$ cat config.mk
export PLATFORM = sky130hd
export DESIGN_NAME = blk3d_xfer
export DESIGN_NICKNAME = d
export VERILOG_FILES = /design/src/rtl/blk3d_pkg.sv /design/src/rtl/blk3d_desc_regs.sv /design/src/rtl/blk3d_addr_walk.sv /design/src/rtl/blk3d_iter.sv /design/src/rtl/blk3d_ctrl.sv /design/src/rtl/blk3d_xfer.sv
export SDC_FILE = /design/constraint.sdc
export NUM_CORES = 2
export LEC_CHECK = 0
export BUFFER_PORTS_ARGS = -buffer_cell sky130_fd_sc_hd__buf_2
export CORE_ASPECT_RATIO = 0.6
export CORE_MARGIN = 2
export CORE_UTILIZATION = 60
export CTS_BUF_LIST = sky130_fd_sc_hd__clkbuf_4 sky130_fd_sc_hd__clkbuf_8
export CTS_CLUSTER_SIZE = 20
export DETAILED_ROUTE_END_ITERATION = 10
export GPL_TIMING_DRIVEN = 1
export HOLD_SLACK_MARGIN = 0.12
export PLACE_DENSITY = 0.83
export SYNTH_ARGS = -nofsm -noshare
export SYNTH_HDL_FRONTEND = slang
export SYNTH_SLANG_ARGS = --single-unit
export TNS_END_PERCENT = 20
$ cat constraint.sdc
create_clock -name clk -period 14.34 [get_ports clk]
set_input_delay 2.868 -clock clk [delete_from_list [all_inputs] [get_ports clk]]
set_output_delay 2.868 -clock clk [all_outputs]
set_load 0.02 [all_outputs]
$ cat src/rtl/blk3d_pkg.sv
// Shared constants and types of the block copier.
// Assumes the fixed 48-byte descriptor format: twelve 32-bit words.
package blk3d_pkg;
    localparam int unsigned DESC_WORDS = 12;
    localparam logic [31:0] OPT_PLAIN  = 32'h8000_0000;

    // descriptor word slots (byte offset / 4); the order is the fetch order
    localparam int unsigned W_OPT   = 1;
    localparam int unsigned W_SBASE = 2;
    localparam int unsigned W_DBASE = 3;
    localparam int unsigned W_SAB   = 4;
    localparam int unsigned W_SC    = 6;
    localparam int unsigned W_SBP   = 8;
    localparam int unsigned W_DBP   = 9;
    localparam int unsigned W_SCP   = 10;
    localparam int unsigned W_DCP   = 11;

    typedef enum logic [2:0] {
        ST_IDLE, ST_DESC, ST_SETUP, ST_RD, ST_WR, ST_FIN
    } xfer_st_t;

    typedef struct packed {
        logic [31:0] src_base;
        logic [31:0] dst_base;
        logic [15:0] a_cnt;
        logic [15:0] b_cnt;
        logic [31:0] c_cnt;
        logic [31:0] src_bp;
        logic [31:0] dst_bp;
        logic [31:0] src_cp;
        logic [31:0] dst_cp;
    } desc_t;
endpackage

$ cat src/rtl/blk3d_desc_regs.sv
// Captures descriptor words into the fields the copy needs.
// Assumes one word arrives per load strobe with its slot index;
// link word and destination counts are dropped as they arrive.
module blk3d_desc_regs
    import blk3d_pkg::*;
(
    input  logic        clk,
    input  logic        rst_n,
    input  logic        ld,
    input  logic [3:0]  widx,
    input  logic [31:0] wdata,
    output desc_t       desc
);
    // store the arriving word in the field its slot names
    always_ff @(posedge clk) begin
        if (!rst_n) begin
            desc <= '0;
        end else if (ld) begin
            case (int'(widx))
                W_SBASE: desc.src_base <= wdata;
                W_DBASE: desc.dst_base <= wdata;
                W_SAB: begin
                    desc.b_cnt <= wdata[15:0];
                    desc.a_cnt <= wdata[31:16];
                end
                W_SC:    desc.c_cnt  <= wdata;
                W_SBP:   desc.src_bp <= wdata;
                W_DBP:   desc.dst_bp <= wdata;
                W_SCP:   desc.src_cp <= wdata;
                W_DCP:   desc.dst_cp <= wdata;
                default: ;
            endcase
        end
    end
endmodule

$ cat src/rtl/blk3d_addr_walk.sv
// Running address of one channel: a plane pointer stepped by the C pitch
// and a row pointer stepped by the B pitch, so no multiplier is needed.
// Assumes step_c and step_b are never requested together.
module blk3d_addr_walk #(
    parameter int unsigned AW = 32
) (
    input  logic          clk,
    input  logic          rst_n,
    input  logic          init,
    input  logic          step_b,
    input  logic          step_c,
    input  logic [AW-1:0] base,
    input  logic [AW-1:0] b_pitch,
    input  logic [AW-1:0] c_pitch,
    output logic [AW-1:0] row
);
    logic [AW-1:0] plane;

    // advance plane and row pointers as the outer indices move
    always_ff @(posedge clk) begin
        if (!rst_n) begin
            plane <= '0;
            row   <= '0;
        end else if (init) begin
            plane <= base;
            row   <= base;
        end else if (step_c) begin
            plane <= plane + c_pitch;
            row   <= plane + c_pitch;
        end else if (step_b) begin
            row   <= row + b_pitch;
        end
    end
endmodule

$ cat src/rtl/blk3d_iter.sv
// Three nested index counters: inner exclusive of its count, the two
// outer levels inclusive. Assumes a_cnt is nonzero whenever adv is used.
module blk3d_iter #(
    parameter int unsigned AW_CNT = 16,
    parameter int unsigned CW_CNT = 32
) (
    input  logic              clk,
    input  logic              rst_n,
    input  logic              init,
    input  logic              adv,
    input  logic              run,
    input  logic [AW_CNT-1:0] a_cnt,
    input  logic [AW_CNT-1:0] b_cnt,
    input  logic [CW_CNT-1:0] c_cnt,
    output logic [AW_CNT-1:0] a_idx,
    output logic              step_b,
    output logic              step_c,
    output logic              last
);
    logic [AW_CNT-1:0] b_idx;
    logic [CW_CNT-1:0] c_idx;
    logic a_wrap, b_wrap, c_wrap;

    // end-of-level detection for each index
    always_comb begin
        a_wrap = (a_idx == a_cnt - AW_CNT'(1));
        b_wrap = (b_idx == b_cnt);
        c_wrap = (c_idx == c_cnt);
        last   = a_wrap && b_wrap && c_wrap;
        step_b = adv && a_wrap && !b_wrap;
        step_c = adv && a_wrap && b_wrap && !c_wrap;
    end

    // ripple the indices forward by one byte per advance
    always_ff @(posedge clk) begin
        if (!rst_n || init) begin
            a_idx <= '0;
            b_idx <= '0;
            c_idx <= '0;
        end else if (adv) begin
            if (!a_wrap) begin
                a_idx <= a_idx + AW_CNT'(1);
            end else begin
                a_idx <= '0;
                if (!b_wrap) begin
                    b_idx <= b_idx + AW_CNT'(1);
                end else begin
                    b_idx <= '0;
                    if (!c_wrap) c_idx <= c_idx + CW_CNT'(1);
                end
            end
        end
    end


    a_in_range_chk: assert property (@(posedge clk) disable iff (!rst_n)
        run |-> (a_idx < a_cnt));


    b_in_range_chk: assert property (@(posedge clk) disable iff (!rst_n)
        run |-> (b_idx <= b_cnt));
endmodule

$ cat src/rtl/blk3d_ctrl.sv
// Job sequencer: waits for a start, fetches descriptor words, screens the
// option word, then alternates byte read and byte write until the last
// index. Assumes a memory that acknowledges each held request once.
module blk3d_ctrl
    import blk3d_pkg::*;
(
    input  logic        clk,
    input  logic        rst_n,
    input  logic        trig,
    input  logic [31:0] trig_addr,
    input  logic        a_zero,
    input  logic        last,
    input  logic [31:0] src_addr,
    input  logic [31:0] dst_addr,
    input  logic        mem_ack,
    input  logic [31:0] mem_rdata,
    output logic        mem_req,
    output logic        mem_we,
    output logic        mem_word,
    output logic [31:0] mem_addr,
    output logic [7:0]  mem_wdata,
    output logic        ld_desc,
    output logic [3:0]  widx,
    output logic        init,
    output logic        adv,
    output logic        run,
    output logic        busy,
    output logic        done,
    output logic        err
);
    localparam logic [3:0] LAST_W = 4'(DESC_WORDS - 1);
    localparam logic [3:0] OPT_W  = 4'(W_OPT);

    xfer_st_t    st;
    logic [31:0] desc_ptr;
    logic [7:0]  byte_q;

    // sequence state, descriptor slot, held byte and error flag
    always_ff @(posedge clk) begin
        if (!rst_n) begin
            st       <= ST_IDLE;
            desc_ptr <= '0;
            widx     <= '0;
            byte_q   <= '0;
            err      <= 1'b0;
        end else begin
            case (st)
                ST_IDLE: if (trig) begin
                    desc_ptr <= trig_addr;
                    widx     <= '0;
                    err      <= 1'b0;
                    st       <= ST_DESC;
                end
                ST_DESC: if (mem_ack) begin
                    if (widx == OPT_W && mem_rdata != OPT_PLAIN) begin
                        err <= 1'b1;
                        st  <= ST_FIN;
                    end else if (widx == LAST_W) begin
                        st <= ST_SETUP;
                    end else begin
                        widx <= widx + 4'd1;
                    end
                end
                ST_SETUP: st <= a_zero ? ST_FIN : ST_RD;
                ST_RD: if (mem_ack) begin
                    byte_q <= mem_rdata[7:0];
                    st     <= ST_WR;
                end
                ST_WR: if (mem_ack) st <= last ? ST_FIN : ST_RD;
                ST_FIN:  st <= ST_IDLE;
                default: st <= ST_IDLE;
            endcase
        end
    end

    // memory port and strobes toward the datapath
    always_comb begin
        mem_req   = (st == ST_DESC) || (st == ST_RD) || (st == ST_WR);
        mem_we    = (st == ST_WR);
        mem_word  = (st == ST_DESC);
        mem_wdata = byte_q;
        case (st)
            ST_DESC: mem_addr = desc_ptr + {26'd0, widx, 2'b00};
            ST_RD:   mem_addr = src_addr;
            default: mem_addr = dst_addr;
        endcase
        ld_desc = (st == ST_DESC) && mem_ack;
        init    = (st == ST_SETUP);
        adv     = (st == ST_WR) && mem_ack;
        run     = (st == ST_RD) || (st == ST_WR);
        busy    = (st != ST_IDLE);
        done    = (st == ST_FIN);
    end


    req_hold_chk: assert property (@(posedge clk) disable iff (!rst_n)
        (mem_req && !mem_ack) |=> (mem_req && $stable(mem_addr) && $stable(mem_we)));


    write_is_byte_chk: assert property (@(posedge clk) disable iff (!rst_n)
        (mem_req && mem_we) |-> !mem_word);


    done_pulse_chk: assert property (@(posedge clk) disable iff (!rst_n)
        done |=> (!done && !busy));


    err_with_done_chk: assert property (@(posedge clk) disable iff (!rst_n)
        $rose(err) |-> done);


    busy_hold_chk: assert property (@(posedge clk) disable iff (!rst_n)
        (busy && !done) |=> busy);
endmodule

$ cat src/rtl/blk3d_xfer.sv
// Top of the block copier: decodes the start slot, holds the descriptor,
// walks the three indices and forms source and destination addresses
// from two identical pointer walkers. Assumes 32-bit byte addresses.
module blk3d_xfer
    import blk3d_pkg::*;
#(
    parameter int unsigned     PRM_IDX_W = 11,
    parameter logic [10:0]     TRIG_SLOT = 11'h03F
) (
    input  logic                 clk,
    input  logic                 rst_n,
    input  logic                 prm_wr,
    input  logic [PRM_IDX_W-1:0] prm_idx,
    input  logic [31:0]          prm_wdata,
    output logic                 mem_req,
    output logic                 mem_we,
    output logic                 mem_word,
    output logic [31:0]          mem_addr,
    output logic [7:0]           mem_wdata,
    input  logic                 mem_ack,
    input  logic [31:0]          mem_rdata,
    output logic                 busy,
    output logic                 done,
    output logic                 err
);
    localparam int unsigned NCH = 2;   // channel 0 source, 1 destination

    desc_t       desc;
    logic        trig, ld_desc, init, adv, run, last, step_b, step_c;
    logic [3:0]  widx;
    logic [15:0] a_idx;
    logic [31:0] src_addr, dst_addr;
    logic [31:0] ch_base [NCH];
    logic [31:0] ch_bp   [NCH];
    logic [31:0] ch_cp   [NCH];
    logic [31:0] ch_row  [NCH];

    // start request decode
    assign trig = prm_wr && (prm_idx == PRM_IDX_W'(TRIG_SLOT));

    blk3d_desc_regs u_desc (
        .clk   (clk),
        .rst_n (rst_n),
        .ld    (ld_desc),
        .widx  (widx),
        .wdata (mem_rdata),
        .desc  (desc)
    );

    blk3d_iter #(.AW_CNT(16), .CW_CNT(32)) u_iter (
        .clk    (clk),
        .rst_n  (rst_n),
        .init   (init),
        .adv    (adv),
        .run    (run),
        .a_cnt  (desc.a_cnt),
        .b_cnt  (desc.b_cnt),
        .c_cnt  (desc.c_cnt),
        .a_idx  (a_idx),
        .step_b (step_b),
        .step_c (step_c),
        .last   (last)
    );

    // per-channel base and pitches
    assign ch_base[0] = desc.src_base;
    assign ch_bp[0]   = desc.src_bp;
    assign ch_cp[0]   = desc.src_cp;
    assign ch_base[1] = desc.dst_base;
    assign ch_bp[1]   = desc.dst_bp;
    assign ch_cp[1]   = desc.dst_cp;

    for (genvar ch = 0; ch < NCH; ch++) begin : g_walk
        blk3d_addr_walk #(.AW(32)) u_walk (
            .clk     (clk),
            .rst_n   (rst_n),
            .init    (init),
            .step_b  (step_b),
            .step_c  (step_c),
            .base    (ch_base[ch]),
            .b_pitch (ch_bp[ch]),
            .c_pitch (ch_cp[ch]),
            .row     (ch_row[ch])
        );
    end

    // byte addresses: row pointer plus inner index
    assign src_addr = ch_row[0] + {16'd0, a_idx};
    assign dst_addr = ch_row[1] + {16'd0, a_idx};

    blk3d_ctrl u_ctrl (
        .clk       (clk),
        .rst_n     (rst_n),
        .trig      (trig),
        .trig_addr (prm_wdata),
        .a_zero    (desc.a_cnt == 16'd0),
        .last      (last),
        .src_addr  (src_addr),
        .dst_addr  (dst_addr),
        .mem_ack   (mem_ack),
        .mem_rdata (mem_rdata),
        .mem_req   (mem_req),
        .mem_we    (mem_we),
        .mem_word  (mem_word),
        .mem_addr  (mem_addr),
        .mem_wdata (mem_wdata),
        .ld_desc   (ld_desc),
        .widx      (widx),
        .init      (init),
        .adv       (adv),
        .run       (run),
        .busy      (busy),
        .done      (done),
        .err       (err)
    );
endmodule

## After elaboration in Yosys (flattened, before gate mapping)

Cells that the tools add are included.
W data, S select, Z words.

| word-level totals | value |
|---|---|
| bits in registers | 496 |
| output and inout port bits | 46 |
| input port bits | 79 |

| cells by class | value |
|---|---|
| reductions and logical operators | 37 |
| bitwise logic cells | 1 |
| equal/unequal tests | 27 |
| multiplexer cells | 31 |
| $add $sub $neg | 12 |

Operators with widths:

| cell | number |
|---|---|
| $mux W32 | 10 |
| $add A32 B32 Y32 | 4 |
| $add A32 B16 Y32 | 2 |
| $pmux W32 S2 | 1 |
| $add A16 B1 Y16 const B | 2 |
| $add A32 B1 Y32 const B | 1 |
| $add A32 B6 Y32 | 1 |
| $eq A16 B16 Y1 | 2 |
| $eq A32 B32 Y1 | 1 |
| $mux W16 | 2 |
| $ne A32 B32 Y1 const B | 1 |
| $mux W3 | 8 |
| $reduce_and A2 Y1 | 11 |
| $eq A4 B4 Y1 const B | 4 |
| $logic_not A16 Y1 | 1 |
| $mux W4 | 4 |
| $sub A16 B1 Y16 const B | 1 |
| $pmux W3 S5 | 1 |
| $eq A11 B6 Y1 const B | 1 |
| $logic_and A1 B1 Y1 | 10 |
| $reduce_and A5 Y1 | 2 |
| $eq A4 B2 Y1 const B | 2 |
| $eq A4 B3 Y1 const B | 2 |
| $ne A2 B2 Y1 const B | 4 |
| other kinds (17) | 30 |

## Logic depth before layout (Yosys ltp)

| depth | value |
|---|---|
| word-level depth | 7 |
| mapped depth | 20 |

## Hierarchy

From an unflattened synthesis, not the netlist that was laid out.

| second synthesis, totals | value |
|---|---|
| cell total of the unflattened synthesis | 3767 |
| area, all modules | 31261.2 µm² |

By module, submodules not included:

| module | seq. area each (µm²) | instances | area each (µm²) | cells an instance |
|---|---|---|---|---|
| blk3d_addr_walk | 1281.2 | 2 | 6118.4 | 775 |
| blk3d_desc_regs | 5124.9 | 1 | 9133.8 | 872 |
| blk3d_iter | 1281.2 | 1 | 4289.1 | 536 |
| blk3d_ctrl | 960.9 | 1 | 3439.5 | 507 |
| blk3d_xfer | 0.0 | 1 | 2162.1 | 302 |

## Worst setup path after synthesis

Ideal clock, no wire load.

| path | value |
|---|---|
| path type | reg-to-output |
| from | register u_ctrl.st[1] |
| to | output port mem_addr[22] |
| data required time | 11.472 ns |
| slack | 6.733 ns |
| cell stages (with the launch flop) | 20 |
| arrival | 4.739 ns |
| cell sequence | dfxtp_1 clkbuf_1 and3b_1 clkbuf_1 clkbuf_1 clkbuf_1 buf_1 nand2_1 nand2_1 ha_1 a21o_1 a21oi_1 o21bai_1 a2111oi_0 o31a_1 o211ai_1 nand3_1 nor2_1 xor2_1 o21ai_0 |

| between the ends | value |
|---|---|
| cells in the longest elaborated chain, start to end | 2 |

RTL lines:

| what | line | text |
|---|---|---|
| start, declared | blk3d_ctrl.sv:34 | `xfer_st_t st;` |
| start signal, assigned | blk3d_ctrl.sv:64 | `ST_SETUP: st <= a_zero ? ST_FIN : ST_RD;` |
| start signal, assigned | blk3d_ctrl.sv:69 | `ST_WR: if (mem_ack) st <= last ? ST_FIN : ST_RD;` |
| $eq A3 B2 Y1 / $eq A3 B1 Y1 (equally long branches) | blk3d_ctrl.sv:82 | `case (st)` |
| $pmux W32 S2 * | blk3d_ctrl.sv:82 |  |
| end, declared | blk3d_xfer.sv:18 | `output logic [31:0] mem_addr,` |

Every way passes the cells marked *; elsewhere a longest branch is shown, timed or not.

## Worst setup path in the final report

Ends and elaborated chain as after synthesis.

==> metrics.md <==
| Metric | Value |
|---|---|
| Status | `finished clean` |
| Worst-margin pin slew | `1.38 ns` |
| Die area | `a little under 50000 µm²` |
| RR Endpoint | `g_walk[1].u_walk.row[24]` |
| Pint | `roughly 0.0021 W` |
| RD Place Congestion | `around 1.0` |
| Clk sink count | `about 500` |
| Min-delay src | `u_ctrl.mem_wdata[7]` |
| Max H-tree Level | `3` |
| Fmax | `about 120 MHz` |
| Critical Path Sink Type | `primary output` |
| Starting DRT DRC Count | `about 3800` |
| Fin. max-slew vios | `0` |
| Wirelength, routed | `roughly 88000 µm` |
| Hold path endpoint | `u_ctrl.mem_wdata[7]` |
| Top cells by area, synth | `dfxtp_1 (36%), nand2_1 (12%), a21oi_1 (9.9%), ha_1 (6.8%), xor2_1 (5.2%)` |
| Post-CTS sizing | `0` |
| Post-synth top flop | `dfxtp_1` |
| Most frequent cell after synthesis | `nand2_1` |
| Ys Warns | `0` |
| Design Area, Final | `30300 µm²` |
| Nets@finish | `about 3900` |
| DR pass1 iterations | `9` |
| Grt met1 use | `0.513` |
| Layout cell share with drive strength beyond 1 | `0.0867` |
| Syn Area/Cell | `7.59 µm²` |
| Critical Path Fanout Max | `20` |
| Final ANT Viol Nets | `0` |
| First-pass GRT wire length | `between 100000 and 150000 µm` |
| Reg2reg start | `u_iter.c_idx[0]` |
| Dominant cell type by area after synthesis | `dfxtp_1` |
| Clock transition at the registers of the reported paths | `about 0.070 ns` |
| Number of remaining DRC errors | `0` |
| Area grow syn2layout | `8.61%` |
| Die Wd | `~280 µm` |
| Hold Path Class | `flip-flop to flip-flop` |
| Drt wl/cell | `about 20 µm` |
| Total negative setup slack | `0 ns` |
| PD cells | `approximately 90 nW/µm²` |
| Worst hold path depth | `2` |
| Grt met2 use | `0.505` |
| Synth async-reset ratio | `0` |
| Final hold viol count | `0` |
| # IOs | `between 100 and 150` |
| Share of the clock period used by the worst path | `0.580` |
| Flop2flop setup slack | `about 9.4 ns` |
| CTS tree | `built` |
| Combinational fraction of design power | `0.026` |
| Sw Pwr | `around 0.00064 W` |
| Hold buffers post-CTS | `0` |
| Yosys reg bits | `roughly 500` |
| Mapped Area | `between 20000 and 30000 µm²` |
| Number of global-route vias before repair | `24000` |
| Synth Net Count | `3914` |
| Post-Place Cell Area | `between 20000 and 30000 µm²` |
| PortBufs | `124` |
| Core footprint | `about 46000 µm²` |
| Tmin final | `about 8.3 ns` |
| EDFF count, synth | `0` |
| Gr usage total | `0.356` |
| Sw Ratio | `0.236` |
| Row count | `61` |
| Sequential area share after synthesis | `0.356` |
| Initial Utilization | `0.605` |
| P_leak | `12.5 nW` |
| Crit Path Category | `flip-flop to primary output` |
| Synth Instances | `about 3700` |
| Peak VDD IR | `0.0763 mV` |
| RSZ-0062 raised after global routing | `no` |
| Max clock buf depth | `3` |
| Register share of total power | `0.505` |
| Max_cap viols | `0` |
| Part of the power in the clock network | `0.469` |
| Root buffer cell | `clkbuf_8` |
| Worst skew pair latency | `roughly 0.66 ns` |
| Fin Clk Skew | `approximately 0.034 ns` |
| Total gr overflow | `0` |
| CP Data Arrival Time | `5.45 ns` |
| Yosys cell types | `81` |
| Worst reg-to-reg path cell count | `11` |
| Post-synth top cells | `nand2_1 (866), a21oi_1 (552), dfxtp_1 (496), clkbuf_1 (196), nor2_1 (194)` |
| Placed Cells | `~4200` |
| Largest net degree at the start of global routing | `174` |
| Met3 Use GR | `0.0945` |
| Die height | `171 µm` |
| Via density | `slightly above 6` |
| Total CTS buffers | `between 70 and 80` |
| Setup Buffers After CTS | `0` |
| Initial antenna violation count | `3` |
| Hpwl dp | `slightly below 60000 µm` |
| Total number of vias | `27100` |
| Required @ worst endpoint | `~11 ns` |
| Final setup viols | `0` |
| Slew Limit Headroom | `0.0722` |
| Synth top area share | `0.356` |
| GRT busiest layer | `met1` |
| Finished Layout Cells | `around 4400` |
| Worst Setup Start Kind | `flip-flop` |
## critical path: stages, from the launching register on
cell and delay [ns]:
dfxtp_1 0.54, nand3b_1 0.65, nand2_1 0.24, nand2_1 0.07, ha_1 0.21, fa_1 0.41
a21o_1 0.20, a21oi_1 0.24, o21bai_1 0.11, a2111oi_0 0.68, o31a_1 0.36, o211ai_1 0.19
nand3_1 0.31, nor2_1 0.10, xor2_1 0.14, o21ai_0 0.13, buf_2 0.19
## cells by family after synthesis
logic type | after synthesis | synth area share
flip-flops | 496 | 0.356
adder cells (fa/ha/maj) | 158 | 0.0725
AND/OR/NAND/NOR | 1370 | 0.213
AO/OA/AOI/OAI | 1058 | 0.219
buffers and inverters | 279 | 0.0387
XOR/XNOR | 294 | 0.0923
multiplexers | 22 | 0.00803
## through the flow
| stage | worst slack [ns] | utilization | hold slack [ns] | power, W |
|---|---|---|---|---|
| 5_1_grt | 5.63 | 0.657 | 0.473 | 0.00279 |
| 3_5_place_dp | 6.78 | 0.622 | 0.445 | 0.00148 |
| 3_3_place_gp | 6.91 | 0.622 | 0.440 | 0.00148 |
| 2_1_floorplan | 6.73 | - | 0.432 | 0.00144 |
| 4_1_cts | 6.07 | 0.657 | 0.453 | 0.00272 |
| 6_report | 6.03 | 0.657 | 0.451 | 0.00273 |
## metal layers
metal | wire [µm] | vias up | part of all wire
met5 | 0 | - | 0
met4 | 3220 | 0 | 0.037
met2 | 35200 | 1558 | 0.40
li1 | - | 12700 | -
met3 | 11300 | 218 | 0.13
met1 | 37900 | 12600 | 0.43
## state kept, by name, indices dropped and copies added (netlist names)
name	cells
u_iter.a_idx	16
u_ctrl.widx	4
u_iter.b_idx	16
u_ctrl.mem_wdata	8
u_ctrl.desc_ptr	32
u_iter.c_idx	32
g_walk.u_walk.plane	64
u_desc.desc	256
g_walk.u_walk.row	64
u_ctrl.err	1
u_ctrl.st	3
## cells in the final DEF, fill, tap and decap left out, types with 6 or more instances in the layout
cell type and n:
dfxtp_1 496, xnor2_1 129, buf_2 124, o21bai_1 19, a2111oi_0 7, xor2_1 165
and4_1 13, or2_2 10, o21a_1 24, inv_1 53, mux2i_1 19, or4_1 7
buf_4 31, and3_1 30, ha_1 152, and2_1 19, nand4_1 38, or3_1 16
o31ai_1 8, nor4_1 25, a22oi_1 56, o21ai_0 183, nand3_1 61, a21oi_1 552
a211oi_1 19, a31oi_1 30, clkbuf_4 19, o21ai_1 12, nor2b_1 13, clkbuf_8 94
o211ai_1 15, clkinv_2 6, nor3_1 30, a21o_1 80, nand2_1 866, fa_1 6
nor2_1 193, nand2b_1 17
## layout make-up
cell class,count,area [µm²]
Multi-Input combinational cell,2902,16900
Fill cell,3924,15800
Sequential cell,496,9930
Clock buffer,113,1440
Timing Repair Buffer,155,853
Tap cell,630,788
Inverter,55,214
Clock inverter,15,169
Antenna cell,3,7.51
## worst max path at each step
stage                       from            to  slack, ns
global placement    u_ctrl.st[1]  mem_addr[22]       6.91
detailed placement  u_ctrl.st[1]  mem_addr[22]       6.78
floorplan           u_ctrl.st[1]  mem_addr[22]       6.73
global route        u_ctrl.st[1]  mem_addr[26]       5.63
CTS                 u_ctrl.st[1]  mem_addr[22]       6.07
finish              u_ctrl.st[1]  mem_addr[22]       6.03
## power by group through the flow
stage	Sequential, W	Combinational (W)	Clock [W]
after CTS	0.00138	0.0000672	0.00128
final	0.00138	0.0000719	0.00128
after floorplan	0.00141	0.0000306	0
after detailed placement	0.00141	0.0000671	0
after global placement	0.00141	0.0000675	0
after global routing	0.00138	0.0000717	0.00134
No activity file was read; power rests on OpenSTA's default activity.
